===== src/rtl/simd8_pkg.sv =====
// Package simd8_pkg
// Opcode encoding shared by the packed byte unit. Bit layout is
// {style[1:0], unsigned, subtract}; style 11 holds select and reserved codes.
package simd8_pkg;

    typedef enum logic [1:0] {
        STY_WRAP = 2'b00,
        STY_SAT  = 2'b01,
        STY_HALF = 2'b10,
        STY_MISC = 2'b11
    } simd8_style_e;

    typedef enum logic [3:0] {
        OP_ADD_S_W = 4'd0,
        OP_SUB_S_W = 4'd1,
        OP_ADD_U_W = 4'd2,
        OP_SUB_U_W = 4'd3,
        OP_ADD_S_Q = 4'd4,
        OP_SUB_S_Q = 4'd5,
        OP_ADD_U_Q = 4'd6,
        OP_SUB_U_Q = 4'd7,
        OP_ADD_S_H = 4'd8,
        OP_SUB_S_H = 4'd9,
        OP_ADD_U_H = 4'd10,
        OP_SUB_U_H = 4'd11,
        OP_SELECT  = 4'd12,
        OP_RSVD_D  = 4'd13,
        OP_RSVD_E  = 4'd14,
        OP_RSVD_F  = 4'd15
    } simd8_op_e;

    // Style field of an opcode.
    function automatic simd8_style_e op_style(input simd8_op_e op);
        return simd8_style_e'(op[3:2]);
    endfunction

endpackage


===== src/rtl/simd8_lane.sv =====
// Module simd8_lane
// Combinational datapath for one lane. Extends both operands by one bit
// (sign or zero, per opcode), forms the exact sum or difference, and derives
// wrapping, saturating, halving, select and flag outputs from it.
// Assumes: the caller registers the outputs; flag_i is the stored flag bit.
module simd8_lane
    import simd8_pkg::*;
#(
    parameter int LANE_W = 8
) (
    input  simd8_op_e         op_i,
    input  logic [LANE_W-1:0] a_i,
    input  logic [LANE_W-1:0] b_i,
    input  logic              flag_i,
    output logic [LANE_W-1:0] res_o,
    output logic              ge_o
);

    localparam int EXT_W = LANE_W + 1;

    logic             is_uns;
    logic             is_sub;
    logic [EXT_W-1:0] ext_a;
    logic [EXT_W-1:0] ext_b;
    logic [EXT_W-1:0] exact;
    logic [LANE_W-1:0] pos_max;
    logic [LANE_W-1:0] neg_min;
    logic [LANE_W-1:0] sat_val;

    // Exact (LANE_W+1)-bit lane result.
    always_comb begin
        is_uns = op_i[1];
        is_sub = op_i[0];
        ext_a  = {(is_uns ? 1'b0 : a_i[LANE_W-1]), a_i};
        ext_b  = {(is_uns ? 1'b0 : b_i[LANE_W-1]), b_i};
        exact  = is_sub ? (ext_a - ext_b) : (ext_a + ext_b);
    end

    // Greater-or-equal flag: carry out for unsigned add, else non-negative.
    always_comb begin
        if (is_uns && !is_sub) ge_o = exact[EXT_W-1];
        else                   ge_o = ~exact[EXT_W-1];
    end

    // Clamped value for the saturating style.
    always_comb begin
        pos_max = {1'b0, {(LANE_W-1){1'b1}}};
        neg_min = {1'b1, {(LANE_W-1){1'b0}}};
        if (is_uns) begin
            if (exact[EXT_W-1]) sat_val = is_sub ? '0 : '1;
            else                sat_val = exact[LANE_W-1:0];
        end else begin
            if (exact[EXT_W-1] != exact[LANE_W-1])
                sat_val = exact[EXT_W-1] ? neg_min : pos_max;
            else
                sat_val = exact[LANE_W-1:0];
        end
    end

    // Result mux by style.
    always_comb begin
        unique case (op_style(op_i))
            STY_WRAP: res_o = exact[LANE_W-1:0];
            STY_SAT:  res_o = sat_val;
            STY_HALF: res_o = exact[EXT_W-1:1];
            default:  res_o = (op_i == OP_SELECT) ? (flag_i ? a_i : b_i) : '0;
        endcase
    end

endmodule


===== src/rtl/simd8_flag_reg.sv =====
// Module simd8_flag_reg
// Holds the per-lane greater-or-equal flags. Loads all bits together when
// load_i is high; synchronous active-low reset to zero.
module simd8_flag_reg #(
    parameter int LANES = 4
) (
    input  logic             clk,
    input  logic             rst_n,
    input  logic             load_i,
    input  logic [LANES-1:0] ge_i,
    output logic [LANES-1:0] flags_o
);

    // Flag storage with load enable.
    always_ff @(posedge clk) begin
        if (!rst_n)      flags_o <= '0;
        else if (load_i) flags_o <= ge_i;
    end

    // Flags change only on a load edge.
    p_flags_load_only_r8: assert property (@(posedge clk) disable iff (!rst_n)
        !load_i |=> $stable(flags_o));

endmodule


===== src/rtl/simd8_alu.sv =====
// Module simd8_alu
// Top of the packed byte unit. Replicates one lane datapath per byte,
// registers the merged result on a valid strobe, and loads the flag
// register for wrapping opcodes only.
// Assumes: inputs are stable around the rising clock edge.
module simd8_alu
    import simd8_pkg::*;
#(
    parameter int LANES  = 4,
    parameter int LANE_W = 8
) (
    input  logic                    clk,
    input  logic                    rst_n,
    input  logic                    valid_i,
    input  logic [3:0]              op_i,
    input  logic [LANES*LANE_W-1:0] a_i,
    input  logic [LANES*LANE_W-1:0] b_i,
    output logic [LANES*LANE_W-1:0] res_q,
    output logic [LANES-1:0]        flags_q
);

    localparam int WORD_W = LANES * LANE_W;

    simd8_op_e         op_e;
    logic [WORD_W-1:0] res_d;
    logic [LANES-1:0]  ge_d;
    logic              flag_load;

    assign op_e      = simd8_op_e'(op_i);
    assign flag_load = valid_i && (op_style(op_e) == STY_WRAP);

    for (genvar g = 0; g < LANES; g++) begin : g_lane
        simd8_lane #(.LANE_W(LANE_W)) u_lane (
            .op_i   (op_e),
            .a_i    (a_i[g*LANE_W +: LANE_W]),
            .b_i    (b_i[g*LANE_W +: LANE_W]),
            .flag_i (flags_q[g]),
            .res_o  (res_d[g*LANE_W +: LANE_W]),
            .ge_o   (ge_d[g])
        );

        // Selected byte comes from A or B as the stored flag dictated.
        p_select_src_r7: assert property (@(posedge clk) disable iff (!rst_n)
            (valid_i && op_e == OP_SELECT) |=>
            (res_q[g*LANE_W +: LANE_W] == ($past(flags_q[g]) ?
                $past(a_i[g*LANE_W +: LANE_W]) : $past(b_i[g*LANE_W +: LANE_W]))));

        // Unsigned saturating add never drops below operand A.
        p_usat_floor_r5: assert property (@(posedge clk) disable iff (!rst_n)
            (valid_i && op_e == OP_ADD_U_Q) |=>
            (res_q[g*LANE_W +: LANE_W] >= $past(a_i[g*LANE_W +: LANE_W])));
    end

    simd8_flag_reg #(.LANES(LANES)) u_flags (
        .clk     (clk),
        .rst_n   (rst_n),
        .load_i  (flag_load),
        .ge_i    (ge_d),
        .flags_o (flags_q)
    );

    // Result register, loaded on each valid strobe.
    always_ff @(posedge clk) begin
        if (!rst_n)       res_q <= '0;
        else if (valid_i) res_q <= res_d;
    end

    // Idle cycles leave both outputs untouched.
    p_idle_hold_r9: assert property (@(posedge clk) disable iff (!rst_n)
        !valid_i |=> ($stable(res_q) && $stable(flags_q)));

    // Non-wrapping operations keep the flags.
    p_flags_kept_r8: assert property (@(posedge clk) disable iff (!rst_n)
        (valid_i && op_style(op_e) != STY_WRAP) |=> $stable(flags_q));

    // Reserved codes yield zero.
    p_reserved_zero_r11: assert property (@(posedge clk) disable iff (!rst_n)
        (valid_i && op_i > 4'd12) |=> (res_q == '0));

endmodule


===== config.mk =====
export PLATFORM = sky130hd
export DESIGN_NAME = simd8_alu
export DESIGN_NICKNAME = d
export VERILOG_FILES = /design/src/rtl/simd8_pkg.sv /design/src/rtl/simd8_lane.sv /design/src/rtl/simd8_flag_reg.sv /design/src/rtl/simd8_alu.sv
export SDC_FILE = /design/constraint.sdc
export NUM_CORES = 1
export LEC_CHECK = 0
export ABC_AREA = 1
export ABC_CLOCK_PERIOD_IN_PS = 6400
export BUFFER_PORTS_ARGS = -buffer_cell sky130_fd_sc_hd__buf_2
export CORE_MARGIN = 8
export CORE_UTILIZATION = 42
export CTS_BUF_LIST = sky130_fd_sc_hd__clkbuf_8
export CTS_CLUSTER_SIZE = 20
export DETAILED_ROUTE_END_ITERATION = 7
export HOLD_SLACK_MARGIN = 0.1
export PLACE_DENSITY = 0.69
export SLEW_MARGIN = 15
export SYNTH_ARGS = -nofsm -noshare
export SYNTH_HDL_FRONTEND = slang
export SYNTH_SLANG_ARGS = --single-unit
export TNS_END_PERCENT = 30

===== constraint.sdc =====
create_clock -name clk -period 6.4 [get_ports clk]
set_input_delay 0.64 -clock clk [delete_from_list [all_inputs] [get_ports clk]]
set_output_delay 0.64 -clock clk [all_outputs]
set_load 0.1 [all_outputs]

* After elaboration in Yosys (flattened, before gate mapping) *
Index checks and enable logic that the tools add are counted.

word-level totals
  ROM bits = 0
  RAM bits = 0
  bits in latches = 0
  bits of input ports = 71
  register bits = 36
  output and inout port bits = 36
  word-level logic and storage cells = 70
  memories kept = 0

cells by class
  bitwise gates (word level) = 4
  divide/modulo/power cells = 0
  reduce and logical (&&, ||, !) cells = 4
  shifts and indexed selects = 0
  $lt $le $gt $ge = 0
  muxes and demuxes = 45
  multipliers = 0
  add/sub/neg operators = 8
  equal/unequal tests = 7

operators with widths
  operator              count
  $mux W8               25
  $pmux W8 S3           4
  $add A9 B9 Y9         4
  $mux W9               4
  $sub A9 B9 Y9         4
  $mux W1               12
  $eq A4 B4 Y1 const B  1
  $ne A1 B1 Y1          4
  $not A1 Y1            4
  $eq A2 B1 Y1 const B  1
  $eq A2 B2 Y1 const B  1
  $logic_and A1 B1 Y1   2
  $logic_not A2 Y1      1
  $logic_not A1 Y1      1

* Logic depth before layout (Yosys ltp) *
Gate-level depths: netlist of run 1.

  depth in word-level cells = 7
  gate-level depth with buffers = 26
  mapped depth without buffers = 25

* Modules after synthesis *
A second synthesis of run 1 with hierarchy kept.

unflattened totals
  cell total of the unflattened synthesis = 1152
  area total of the unflattened synthesis = 6364.9 µm²

modules (own cells, without submodules)
  module                              seq. area each (µm²)  area each (µm²)  cells each  instances
  simd8_lane at g_lane[1].u_lane ...  0.0                   1221.2           231         2
  simd8_alu                           640.6                 1326.3           203         1
  simd8_lane at g_lane[0].u_lane      0.0                   1237.4           231         1
  simd8_lane at g_lane[3].u_lane      0.0                   1192.4           231         1
  simd8_flag_reg                      80.1                  166.4            25          1

* Worst setup path before layout of run 1 *
No wires, ideal clock.

  path kind = input-to-reg
  from = input port b_i[25]
  to = register res_q[28]
  required time = 6291 ps
  cell stages on the path = 25
  setup time = 109 ps
  setup slack = 2973 ps
  arrival time = 3318 ps
  path through = nor3_1 -> nor3b_1 -> inv_1 -> o31ai_1 -> xor2_1 -> inv_1 -> ha_1 -> nand2_1 -> inv_1 -> a21oi_1 -> nand2_1 -> inv_1 -> nand2_1 -> nand2_1 -> buf_4 -> inv_1 -> ha_1 -> inv_1 -> nand2_1 -> nand3_1 -> nand2_1 -> nand2_1 -> nand3_1 -> nand2_1 -> inv_1

between the ends
  word-level cells in the longest chain between the ends = 6

RTL lines
  element                                         line                                source
  from (decl)                                     simd8_alu.sv:17                     input logic [LANES*LANE_W-1:0] b_i,
  $add A9 B9 Y9 or $sub A9 B9 Y9 (tied branches)  simd8_lane.sv:36                    exact = is_sub ? (ext_a - ext_b) : (ext_a + ext_b);
  $mux W9 (*)                                     simd8_lane.sv:36
  $mux W8 or $ne A1 B1 Y1 (tied branches)         simd8_lane.sv:54, simd8_lane.sv:53
  $mux W8                                         simd8_lane.sv:53                    if (exact[EXT_W-1] != exact[LANE_W-1])
  $mux W8                                         simd8_lane.sv:49                    if (is_uns) begin
  $pmux W8 S3 (*)                                 simd8_lane.sv:62                    unique case (op_style(op_i))
  to (signal assigned)                            simd8_alu.sv:65                     else if (valid_i) res_q <= res_d;
  to (decl)                                       simd8_alu.sv:18                     output logic [LANES*LANE_W-1:0] res_q,

Mark *: on every way between the ends. The rest lies on a longest branch, timed or not.
A chain may end at the register's enable or synchronous reset.

* Final worst setup path of run 1 *
  from = input port op_i[0]
  to = register res_q[12]

between the ends
  word-level cells in the longest chain between the ends = 5

RTL lines
  element                                  line                                source
  from (decl)                              simd8_alu.sv:15                     input logic [3:0] op_i,
  $mux W9                                  simd8_lane.sv:36
  $mux W8 or $ne A1 B1 Y1 (tied branches)  simd8_lane.sv:54, simd8_lane.sv:53
  $mux W8                                  simd8_lane.sv:53
  $mux W8                                  simd8_lane.sv:49
  $pmux W8 S3 (*)                          simd8_lane.sv:62

Marks and branches as above.

==> qor_table.md, run 1 <==
| Parameter | Reported | Unit |
| --- | --- | --- |
| Total CTS buffers | 5 | - |
| Netlist Area Pre-Place | 0.005833 | mm² |
| Via count of the first global-routing pass | 6231 | - |
| Number of buffers inserted by post-CTS setup repair | 0 | - |
| Non-filler cells in the finished layout | 1344 | - |
| H-tree levels | 2 | - |
| N_diodes | 0 | - |
| Tightest Pin Transition | 1.135 | ns |
| Total Routed Length | 17.82 | mm |
| Peak Freq | 0.2432 | GHz |
| Num ports | 107 | - |
| Proportion of layout cells with a drive suffix above 1 | 10.14 | % |
| Sequential fraction of the synthesis area | 12.36 | % |
| Hold Buf Count CTS | 0 | - |
| Pin count of the biggest net entering global routing | 39 | - |
| Routed wirelength normalized by instance count | 13.26 | µm |
| Total nets after synthesis | 1209 | - |
| Post-layout nets | 1282 | - |
| Area of the multi-input gates | 0.004247 | mm² |
| Cell types with the largest area share after synthesis | nand2_1 (23%), dfxtp_1 (12%), inv_1 (11%) | - |
| Data arrival time of the critical path | 4.32 | ns |
| Critical Path Start Type | input pin | - |
| P_leak | 3.832 | nW |
| Worst-path maximum fanout | 24 | - |
| Number of antenna violations at the first check in global routing | 0 | - |
| Core ar. | 0.01372 | mm² |
| Number of cells after detailed placement | 1336 | - |
| Number of synthesis warnings | 0 | - |
| Worst slew margin relative to its limit | 24.26 | % |
| Cell at the root of the clock tree | clkbuf_8 | - |
| Pwr per Cell Area | 208.6 | mW/mm² |
| Source of the worst register-to-register timing path | u_flags.flags_o[1] | - |
| Maximum clock insertion buffer count | 2 | - |
| RD Place Congestion | 0.8683 | - |
| Hold Violations, Final | 0 | - |
| Required time of the critical path | 6.61 | ns |
| Worst reg2reg path endpoint | res_q[10] | - |
| Startpoint of the most critical setup path | op_i[0] | - |
| FF/Latch Area | 720.7 | µm² |
| Layout overhead on the synthesized area | 11.37 | % |
| Capture point of the critical path | res_q[12] | - |
| Status | completed | - |
| Hold WC Path Type | flop to flop | - |
| Cells after synthesis | 1090 | - |
| Resize count post-CTS | 0 | - |
| Total die area | 0.01792 | mm² |
| Floorplan row count | 43 | - |
| Number of max-cap violations | 0 | - |
| TritonCTS clock tree | done | - |
| Sum of negative setup slack | 0 | ns |
| Die Height | 133.9 | µm |
| Unrepaired setup endpoints after global routing | false | - |
| Ratio of routed vias to standard cells | 5.072 | - |
| Most instantiated cells after synthesis | nand2_1 (355), inv_1 (169), nor2_1 (146), nand3_1 (90), a21oi_1 (59) | - |
| Count leader, synth | nand2_1 | - |
| Synth area leader | nand2_1 | - |
| DP Worst Slack | 2.028 | ns |
| Number of inserted filler cells in the final layout | 1555 | - |
| Starting density of the core | 42.52 | % |
| Number of sinks on the clock net | 36 | - |
| Overall routing resource usage | 19.53 | % |
| Via count of the routed design | 6817 | - |
| Worst r2r path cells | 6 | - |
| DRC viols | 0 | - |
| Max rail drop VDD | 0.00008356 | V |
| Chip Width | 133.9 | µm |
| Number of optimization iterations in the first detailed-route pass | 5 | - |
| Start-to-end type of the worst setup path | input pin to flop | - |
| Synth cell types | 31 | - |
| Detailed placement HPWL | 13.49 | mm |
| Antenna viol nets, final | 0 | - |
| Fraction of synthesized cell area taken by the top area cell type | 22.84 | % |
| Share of flip-flops with an asynchronous set or reset | 0 | % |
| Final cycle utilization of the critical path | 64.25 | % |
| Setup WS post-layout | 2.288 | ns |
| Max-slew violation count | 0 | - |
| Average footprint of a synthesized cell | 5.351 | µm² |
| Clock Latency Late Sink | 0.30 | ns |
| Clock transition at the register clock pins on the worst setup and hold paths after CTS | 0.08 | ns |
| Maximum clock skew at final layout | 0.009797 | ns |
| Min cycle time layout | 4.112 | ns |
| EDFF count, synth | 0 | - |
| Internal reg-to-reg setup slack | 4.67 | ns |
| Flip-flop cell with the highest count after synthesis | dfxtp_1 | - |
| Kind of end point of the critical path | flop | - |
| Final count of negative-setup-slack endpoints | 0 | - |
| Seq cells post-synth | 36 | - |
| Total congestion overflow | 0 | - |
| Global-route wire length before repair | 29.53 | mm |
| PortBufs | 106 | - |
| First DRT Iteration DRCs | 699 | - |
==> sequential cells by signal (all words and copies together) (netlist names) <==
register,flops
res_q,32
u_flags.flags_o,4
==> layer usage <==
layer | track usage, % | wire [µm] | up-vias
li1 | - | - | 3558
met1 | 26.20 | 8672 | 3042
met2 | 32.64 | 8079 | 204
met3 | 2.132 | 858 | 13
met4 | 4.866 | 205 | 0
met5 | 0 | 0 | -
==> where the power goes <==
part / internal [mW] / leakage [nW] / switching [mW] / total, mW
Clock: 0.0861 / 0.0486 / 0.0937 / 0.180
Sequential: 0.246 / 0.298 / 0.0153 / 0.261
Combinational: 0.277 / 3.49 / 0.637 / 0.914
==> placed cells by master, fill, tap and decap left out, drive strengths merged <==
master    count
o21ai        17
and2          1
nand3b       19
nand2       355
o22ai        32
nand3        90
o21bai        1
dfxtp        36
fa            4
inv         172
a31oi         1
a211oi       15
buf         109
nor3          3
clkbuf        6
o21a          3
nor2        146
clkinv        4
nand4         1
o31ai         4
nor3b         2
xor2         23
clkinvlp      1
a21oi        59
a21o          1
xnor2        15
ha           44
==> layout make-up <==
class,instances,share of cell area [%]
clock buffer,6,1.271
clock inverter,2,0.1733
inverter,175,10.11
multi-input combinational,836,65.37
sequential,36,11.09
tap,180,3.467
timing repair buffer,109,8.513
==> worst max-delay path, stage by stage <==
cell and delay [ns]:
buf_2 0.44, inv_2 0.37, nand2_1 0.25, o21ai_0 0.13, xor2_1 0.15, inv_1 0.05
ha_1 0.33, nand2_1 0.11, inv_1 0.04, a21oi_1 0.14, nand2_1 0.09, inv_1 0.06
nand2_1 0.09, nand2_1 0.29, inv_1 0.11, ha_1 0.31, nand3_1 0.24, nand3_1 0.15
nand2_1 0.06, nand2_1 0.05, nand3_1 0.10, nand2_1 0.07, inv_1 0.03
==> cell families (layout without fill, tap and decap cells) <==
logic type,after synthesis,in the layout,share of synthesized area (%)
and+or+nand+nor,617,617,43.14
buffers and inverters,218,292,14.84
AOI/OAI and AO/OA,133,133,13.15
adders and majority gates,48,48,10.81
xor gates and xnor gates,38,38,5.706
DFF,36,36,12.36
==> worst min-delay path by stage <==
stage,to,slack [ns],startpoint,depth (start not counted)
floorplan,u_flags.flags_o[0],0.82,u_flags.flags_o[0],5
CTS,res_q[7],0.55,res_q[7],4
finish,res_q[2],0.55,res_q[2],4
global placement,res_q[2],0.54,res_q[2],4
detailed placement,res_q[25],0.54,res_q[25],4
global route,res_q[25],0.57,res_q[25],4
==> metrics by stage <==
step / hold WS, ns / area [µm²] / power (mW) / utilization (%)
4_1_cts: 0.5518 / 6496 / 1.351 / 47.35
3_5_place_dp: 0.5362 / 6402 / 1.168 / 46.67
3_3_place_gp: 0.5364 / 6402 / 1.161 / 46.67
2_1_floorplan: 0.8160 / 5833 / 0.9945 / -
5_1_grt: 0.5723 / 6496 / 1.485 / 47.35
6_report: 0.5515 / 6496 / 1.355 / 47.35
Power figures use the tool's default switching activity.
==> run 2: changes to the inputs <==
Settings changed: ABC_AREA 1 to 0, ABC_CLOCK_PERIOD_IN_PS 6400 to 3300, PLACE_DENSITY 0.69 to 0.73.
Clock period 6.4 ns to 3.3 ns, I/O delays scaled along.
==> qor_table.md, run 2 <==
| Parameter | Reported | Unit | Delta |
| --- | --- | --- | --- |
| Min cycle time layout | 3.202 | ns |  |
| Total net switching power | 1.416 | mW | +90% |
| Data arrival time of the critical path | 3.43 | ns | -0.89 ns |
| Cells after synthesis | 694 | - | -36% |
| N_diodes | 0 | - | unchanged |
| Number of max-cap violations | 0 | - | unchanged |
| Overall routing resource usage | 20.02 | % | +0.48 points |
| Proportion of power drawn by the clock network | 15.2 | % | +1.9 points |
| Biggest regs | res_q: 32 flops, u_flags.flags_o: 4 flops | - |  |
| Status | completed | - |  |
| Total congestion overflow | 0 | - | unchanged |
| Ratio of routed vias to standard cells | 5.659 | - | +12% |
| RD Place Congestion | 0.8648 | - | -0.40% |
| Worst r2r path cells | 5 | - | -1 |
| Average footprint of a synthesized cell | 7.273 | µm² | +36% |
| Hold WC Path Type | input pin to flop | - |  |
| Layout overhead on the synthesized area | 31.71 | % |  |
| Maximum clock insertion buffer count | 2 | - | unchanged |
| Global-route wire length before repair | 26.70 | mm | -9.6% |
| Cell at the root of the clock tree | clkbuf_8 | - |  |
| Antenna viol nets, final | 0 | - | unchanged |
| Cell types with the largest area share after synthesis | dfxtp_1 (14%), ha_1 (11%), mux2i_1 (8.9%) | - |  |
| Die Height | 125.6 | µm | -6.1% |
| Required time of the critical path | 3.53 | ns | -3.08 ns |
| Internal power | 1.524 | mW | +150% |
| Share of flip-flops with an asynchronous set or reset | 0 | % | unchanged |
| Netlist Area Pre-Place | 0.005047 | mm² | -13% |
| Number of optimization iterations in the first detailed-route pass | 5 | - | unchanged |
| Post-layout nets | 973 | - | -24% |
| Chip Width | 125.6 | µm | -6.1% |
| Start-to-end type of the worst setup path | input pin to flop | - |  |
| Final count of negative-setup-slack endpoints | 0 | - | unchanged |
| Total nets after synthesis | 813 | - | -33% |
| Worst-path maximum fanout | 7 | - | -71% |
| Hold WS | 0.4934 | ns | -0.05818 ns |
| Total CTS buffers | 5 | - | unchanged |
| Share of power burned in combinational logic | 67.0 | % | -0.5 points |
| Seq cells post-synth | 36 | - | unchanged |
| Number of sinks on the clock net | 36 | - | unchanged |
| Part of the power in registers | 17.8 | % | -1.5 points |
| Hold Violations, Final | 0 | - | unchanged |
| Core ar. | 0.01186 | mm² | -14% |
| H-tree levels | 2 | - | unchanged |
| Proportion of layout cells with a drive suffix above 1 | 30.41 | % | +20 points |
| P_leak | 2.962 | nW | -23% |
| TritonCTS clock tree | done | - |  |
| Routed wirelength normalized by instance count | 16.42 | µm | +24% |
| Hold Buf Count CTS | 0 | - | unchanged |
| Via count of the first global-routing pass | 5631 | - | -9.6% |
| Kind of end point of the critical path | flop | - |  |
| Num ports | 107 | - | unchanged |
| Clock transition at the register clock pins on the worst setup and hold paths after CTS | 0.08 | ns | about the same |
| Most used cells in the layout excluding fill and tap cells | buf_2 (105), buf_4 (90), a21oi_1 (74) | - |  |
| Tightest Pin Transition | 0.9679 | ns | -0.1670 ns |
| Number of inserted filler cells in the final layout | 1162 | - | -25% |
| EDFF count, synth | 0 | - | unchanged |
| Pin count of the biggest net entering global routing | 38 | - | -2.6% |
| Count of cells along the worst hold path | 5 | - | +1 |
| First DRT Iteration DRCs | 440 | - | -37% |
| Total die area | 0.01578 | mm² | -12% |
| Maximum clock skew at final layout | 0.006233 | ns | -0.003564 ns |
| Worst slew margin relative to its limit | 35.23 | % | +11 points |
| Number of cells after detailed placement | 993 | - | -26% |
| Detailed placement HPWL | 12.62 | mm | -6.4% |
| Unrepaired setup endpoints after global routing | true | - |  |
| Via count of the routed design | 5670 | - | -17% |
| Peak Freq | 0.3123 | GHz |  |
| Floorplan row count | 40 | - | -7.0% |
| Internal reg-to-reg setup slack | 1.58 | ns | -3.09 ns |
| Critical Path Start Type | input pin | - |  |
| Max FFs per register | 32 | - | unchanged |
| Pwr per Cell Area | 442.3 | mW/mm² | +110% |
| Total Routed Length | 16.45 | mm | -7.7% |
| Number of antenna violations at the first check in global routing | 0 | - | unchanged |
| Most instantiated cells after synthesis | a21oi_1 (79), o21ai_0 (79), nor2_1 (69), mux2i_1 (45), ha_1 (44) | - |  |
| Sequential fraction of the synthesis area | 14.28 | % | +1.9 points |
| Flip-flop cell with the highest count after synthesis | dfxtp_1 | - |  |
| Fraction of synthesized cell area taken by the top area cell type | 14.28 | % | -8.6 points |
| Max-slew violation count | 0 | - | unchanged |
| Synth cell types | 60 | - | +94% |
| Final cycle utilization of the critical path | 97.05 | % |  |
| PortBufs | 106 | - | unchanged |
| Starting density of the core | 42.55 | % | about the same |
| Max rail drop VDD | 0.0001781 | V | +110% |
| Register name with the most flops | res_q | - |  |
| Most common cell after layout, fill and taps aside | buf_2 | - |  |
| DRC viols | 0 | - | unchanged |
| Synth area leader | dfxtp_1 | - |  |
| Non-filler cells in the finished layout | 1002 | - | -25% |
| Clock Latency Late Sink | 0.30 | ns | about the same |
| Number of synthesis warnings | 0 | - | unchanged |
| Switching part of the total power | 48.17 | % | -6.9 points |
[run 2: changes by cell type after synthesis, sizes merged, moves of 14 or more]
cell    previous run  this run
a21oi             59        79
a31oi              1        20
inv              171        40
mux2i              0        45
nand2            355        33
nand3             90         5
nand3b            19         5
nor2             146        69
nor3               3        17
o21ai             17        79
o22ai             32         1
xnor2             15        41
[run 2: worst paths after layout]
path	startpoint	endpoint
worst min register to register	res_q[10]	res_q[10]
worst min-delay path	a_i[0]	res_q[0]
worst max-delay path	b_i[25]	res_q[24]
worst max register to register	u_flags.flags_o[0]	res_q[7]
[run 2: repair_timing]
item / CTS / global route
endpoints found under the hold margin: 0 / 0
setup buffers: 0 / 1
gates resized for setup: 0 / 17
endpoints found under the setup margin: 0 / 22
[run 2: through the flow]
stage | setup slack, ns | util, % | power (mW) | cell area (µm²) | setup TNS [ns]
after global routing | -0.05449 | 56.04 | 3.143 | 6648 | -0.2616
after floorplan | -0.1419 | - | 1.914 | 5274 | -1.779
after global placement | -0.2126 | 54.21 | 2.413 | 6430 | -3.031
after CTS | 0.03095 | 55.27 | 2.889 | 6556 | 0
final | 0.09751 | 56.04 | 2.940 | 6648 | 0
after detailed placement | -0.2806 | 54.21 | 2.440 | 6430 | -4.200
[run 2: cell families after synthesis]
family / share of synthesized area (%)
simple gates: 15.77
buf+inv: 6.668
compound gates: 30.32
mux: 10.49
xor+xnor: 9.990
fa+ha+maj: 12.49
flops: 14.28
[run 2: power groups by stage]
stage	registers (mW)	clock network, mW	logic [mW]
final	0.523	0.448	1.97
after floorplan	0.863	0	1.05
after global placement	0.532	0	1.88
after detailed placement	0.534	0	1.91
after CTS	0.524	0.450	1.92
after global routing	0.530	0.470	2.14
[run 2: layout make-up]
class                           count  area, µm²  share of cell area, %
Clock inverter                      1      30.03                 0.4517
Clock buffer                        7      96.34                  1.449
Sequential cell                    36      720.7                  10.84
Inverter                           41      171.4                  2.579
Tap cell                          147      183.9                  2.767
Multi-Input combinational cell    573       4217                  63.43
Timing Repair Buffer              197       1229                  18.48
[run 2: critical path, cell delays in order]
cell     delay [ns]
buf_2          0.17
inv_12         0.07
ha_4           0.12
or3b_4         0.38
and2_4         0.17
xnor2_2        0.12
ha_1           0.31
a21oi_1        0.14
nor2_1         0.05
a311o_1        0.35
a21oi_2        0.19
xnor2_2        0.15
ha_4           0.23
or2_4          0.28
a21oi_2        0.12
o21ai_1        0.07
a31oi_1        0.16
[run 2: routing by layer]
layer  global-route usage (%)  part of all wire, %
met5                        0                    0
met4                    5.301                  1.7
met3                    3.671                  6.0
met2                    34.81                   47
met1                    24.76                   45
==> run 3: changes to the inputs <==
Settings changed: ABC_CLOCK_PERIOD_IN_PS 3300 to 3450, PLACE_DENSITY 0.73 to 0.7.
Clock period 3.3 ns to 3.45 ns, I/O delays scaled along.
==> qor_table.md, run 3 (same netlist as run 2, synthesis figures left out) <==
| Parameter | Reported | Unit | Delta |
| --- | --- | --- | --- |
| Worst slew margin relative to its limit | 45.39 | % | +10 points |
| Status | completed | - |  |
| Non-filler cells in the finished layout | 993 | - | -0.90% |
| Register name with the most flops | res_q | - |  |
| RD Place Congestion | 0.8910 | - | +3.0% |
| Tightest Pin Transition | 0.8162 | ns | -0.1518 ns |
| Floorplan row count | 40 | - | unchanged |
| Post-layout nets | 965 | - | -0.82% |
| Total CTS buffers | 5 | - | unchanged |
| Kind of cell adding the most delay to the critical path | compound AO/OA/AOI/OAI gates | - |  |
| Final count of negative-setup-slack endpoints | 0 | - | unchanged |
| PortBufs | 106 | - | unchanged |
| Switching part of the total power | 49.55 | % | +1.4 points |
| Number of optimization iterations in the first detailed-route pass | 5 | - | unchanged |
| Die Height | 125.6 | µm | unchanged |
| Total die area | 0.01578 | mm² | unchanged |
| Chip Width | 125.6 | µm | unchanged |
| Hold WC Path Type | input pin to flop | - |  |
| Maximum clock insertion buffer count | 2 | - | unchanged |
| Data arrival time of the critical path | 3.43 | ns | about the same |
| First DRT Iteration DRCs | 426 | - | -3.2% |
| Min-delay src | a_i[8] | - |  |
| Number of max-cap violations | 0 | - | unchanged |
| Most used cells in the layout excluding fill and tap cells | buf_2 (106), buf_4 (82), a21oi_1 (71) | - |  |
| Start-to-end type of the worst setup path | input pin to flop | - |  |
| Min cycle time layout | 3.216 | ns |  |
| Share of power burned in combinational logic | 68.4 | % | +1.4 points |
| Via count of the routed design | 5609 | - | -1.1% |
| Number of cells after detailed placement | 986 | - | -0.70% |
| Required time of the critical path | 3.67 | ns | +0.14 ns |
| Pin count of the biggest net entering global routing | 48 | - | +26% |
| Max rail drop VDD | 0.0001681 | V | -5.7% |
| Source of the worst register-to-register timing path | u_flags.flags_o[0] | - |  |
| Layout overhead on the synthesized area | 27.86 | % |  |
| Pwr per Cell Area | 415.7 | mW/mm² | -6.0% |
| H-tree levels | 2 | - | unchanged |
| Hold Buf Count CTS | 0 | - | unchanged |
| Kind of end point of the critical path | flop | - |  |
| Total Routed Length | 16.07 | mm | -2.3% |
| TritonCTS clock tree | done | - |  |
| Final cycle utilization of the critical path | 93.20 | % |  |
| Number of buffers inserted by post-CTS setup repair | 0 | - | unchanged |
| Clock transition at the register clock pins on the worst setup and hold paths after CTS | 0.08 | ns | about the same |
| Cells traversed along the worst timing path | buf_2 > buf_12 > mux2_2 > fa_1 > nand2b_1 > a211oi_2 > nor2_1 > o21ai_1 > xor2_2 > ha_1 > or2_2 > nand2_1 > o211ai_1 > a31oi_1 | - |  |
| Unrepaired setup endpoints after global routing | false | - |  |
| Routed wirelength normalized by instance count | 16.18 | µm | -1.4% |
| DRC viols | 0 | - | unchanged |
| Critical Path Start Type | input pin | - |  |
| Proportion of power drawn by the clock network | 12.8 | % | -2.4 points |
| Startpoint of the most critical setup path | op_i[0] | - |  |
| Most common cell after layout, fill and taps aside | buf_2 | - |  |
| Detailed placement HPWL | 12.39 | mm | -1.8% |
| Resize count post-CTS | 0 | - | unchanged |
| Via count of the first global-routing pass | 5495 | - | -2.4% |
| Total net switching power | 1.329 | mW | -6.2% |
| Worst-path maximum fanout | 10 | - | +3 |
| Peak Freq | 0.3110 | GHz |  |
| Core ar. | 0.01186 | mm² | unchanged |
| Ratio of routed vias to standard cells | 5.649 | - | -0.18% |
| Max incr delay on CP | 0.40 | ns | +0.02 ns |
| Total congestion overflow | 0 | - | unchanged |
| Internal power | 1.353 | mW | -11% |
| Num ports | 107 | - | unchanged |
| Number of sinks on the clock net | 36 | - | unchanged |
| Global-route wire length before repair | 26.61 | mm | -0.34% |
| N_diodes | 0 | - | unchanged |
| Maximum clock skew at final layout | 0.006524 | ns | +0.0002905 ns |
| Power after layout | 2.683 | mW | -8.8% |
| Antenna viol nets, final | 0 | - | unchanged |
| Proportion of layout cells with a drive suffix above 1 | 28.37 | % | -2.0 points |
| Overall routing resource usage | 19.85 | % | -0.17 points |
| Biggest regs | res_q: 32 flops, u_flags.flags_o: 4 flops | - |  |
| Slowest cell on the critical path | fa_1 | - |  |
| Number of antenna violations at the first check in global routing | 0 | - | unchanged |
| Max-slew violation count | 0 | - | unchanged |
| Cell at the root of the clock tree | clkbuf_8 | - |  |
| P_leak | 2.883 | nW | -2.7% |
| Starting density of the core | 42.55 | % | unchanged |
| Hold Violations, Final | 0 | - | unchanged |
| Buf/Inv on CP | 2 | - | unchanged |
| Part of the power in registers | 18.8 | % | +1.0 points |
| Clock Latency Late Sink | 0.29 | ns | about the same |
| Max FFs per register | 32 | - | unchanged |
| Number of inserted filler cells in the final layout | 1176 | - | +1.2% |
-- run 3: cell count changes in the layout (fill, tap and decap cells not counted), moves of 2 or more --
cell     previous run  this run
a21oi_2             4         7
ha_1               39        41
buf_4              90        82
nor2_2              4         1
o21ai_1             8        11
nor2_1             64        67
ha_4                4         2
a21oi_1            74        71
o21ai_2             2         0
inv_1              37        39
-- run 3: path summary, 6_finish.rpt --
check	to	slack, ns	depth (start not counted)
max reg2reg	res_q[7]	1.74	5
max	res_q[19]	0.23	14
min reg2reg	res_q[10]	0.52	2
min	res_q[8]	0.51	5
-- run 3: worst reg2reg max path: cells and delay by family (launching register included) --
| kind | cells | cell delay [ns] |
|---|---|---|
| multiplexers | 1 | 0.28 |
| AO/OA/AOI/OAI | 4 | 0.60 |
| flip-flops | 1 | 0.73 |
-- run 3: metrics by stage --
stage                     hold slack, ns  instance area, µm²  util, %  TNS [ns]  setup WS (ns)
after floorplan                   0.6638                5191        -   -0.3063       -0.05475
after global placement            0.4928                6305    53.15    -1.202        -0.1308
after detailed placement          0.5005                6305    53.15    -1.863        -0.1332
after CTS                         0.5145                6401    53.97         0         0.1602
after global routing              0.5430                6454    54.41         0       0.003648
final                             0.5135                6454    54.41         0         0.2345
-- run 3: area by class of cell --
cell class	instances	area [µm²]	share of cell area [%]
timing repair buffer	189	1166	18.07
tap	147	183.9	2.850
sequential	36	720.7	11.17
inverter	41	153.9	2.385
clock buffer	7	96.34	1.493
multi-input combinational	573	4133	64.04
-- run 3: power by group through the flow --
stage | sequential (mW) | clock, mW | combinational (mW)
2_1_floorplan | 0.826 | 0 | 0.995
3_3_place_gp | 0.512 | 0 | 1.78
3_5_place_dp | 0.514 | 0 | 1.80
4_1_cts | 0.504 | 0.344 | 1.81
5_1_grt | 0.510 | 0.361 | 2.01
6_report | 0.504 | 0.344 | 1.83
-- run 3: per-layer routing --
layer,global-route usage (%),share of wire (%),vias up
met5,0,0,-
met4,3.080,1.0,0
met3,3.165,5.3,20
met2,35.44,49,163
met1,24.87,45,2606
li1,-,-,2820
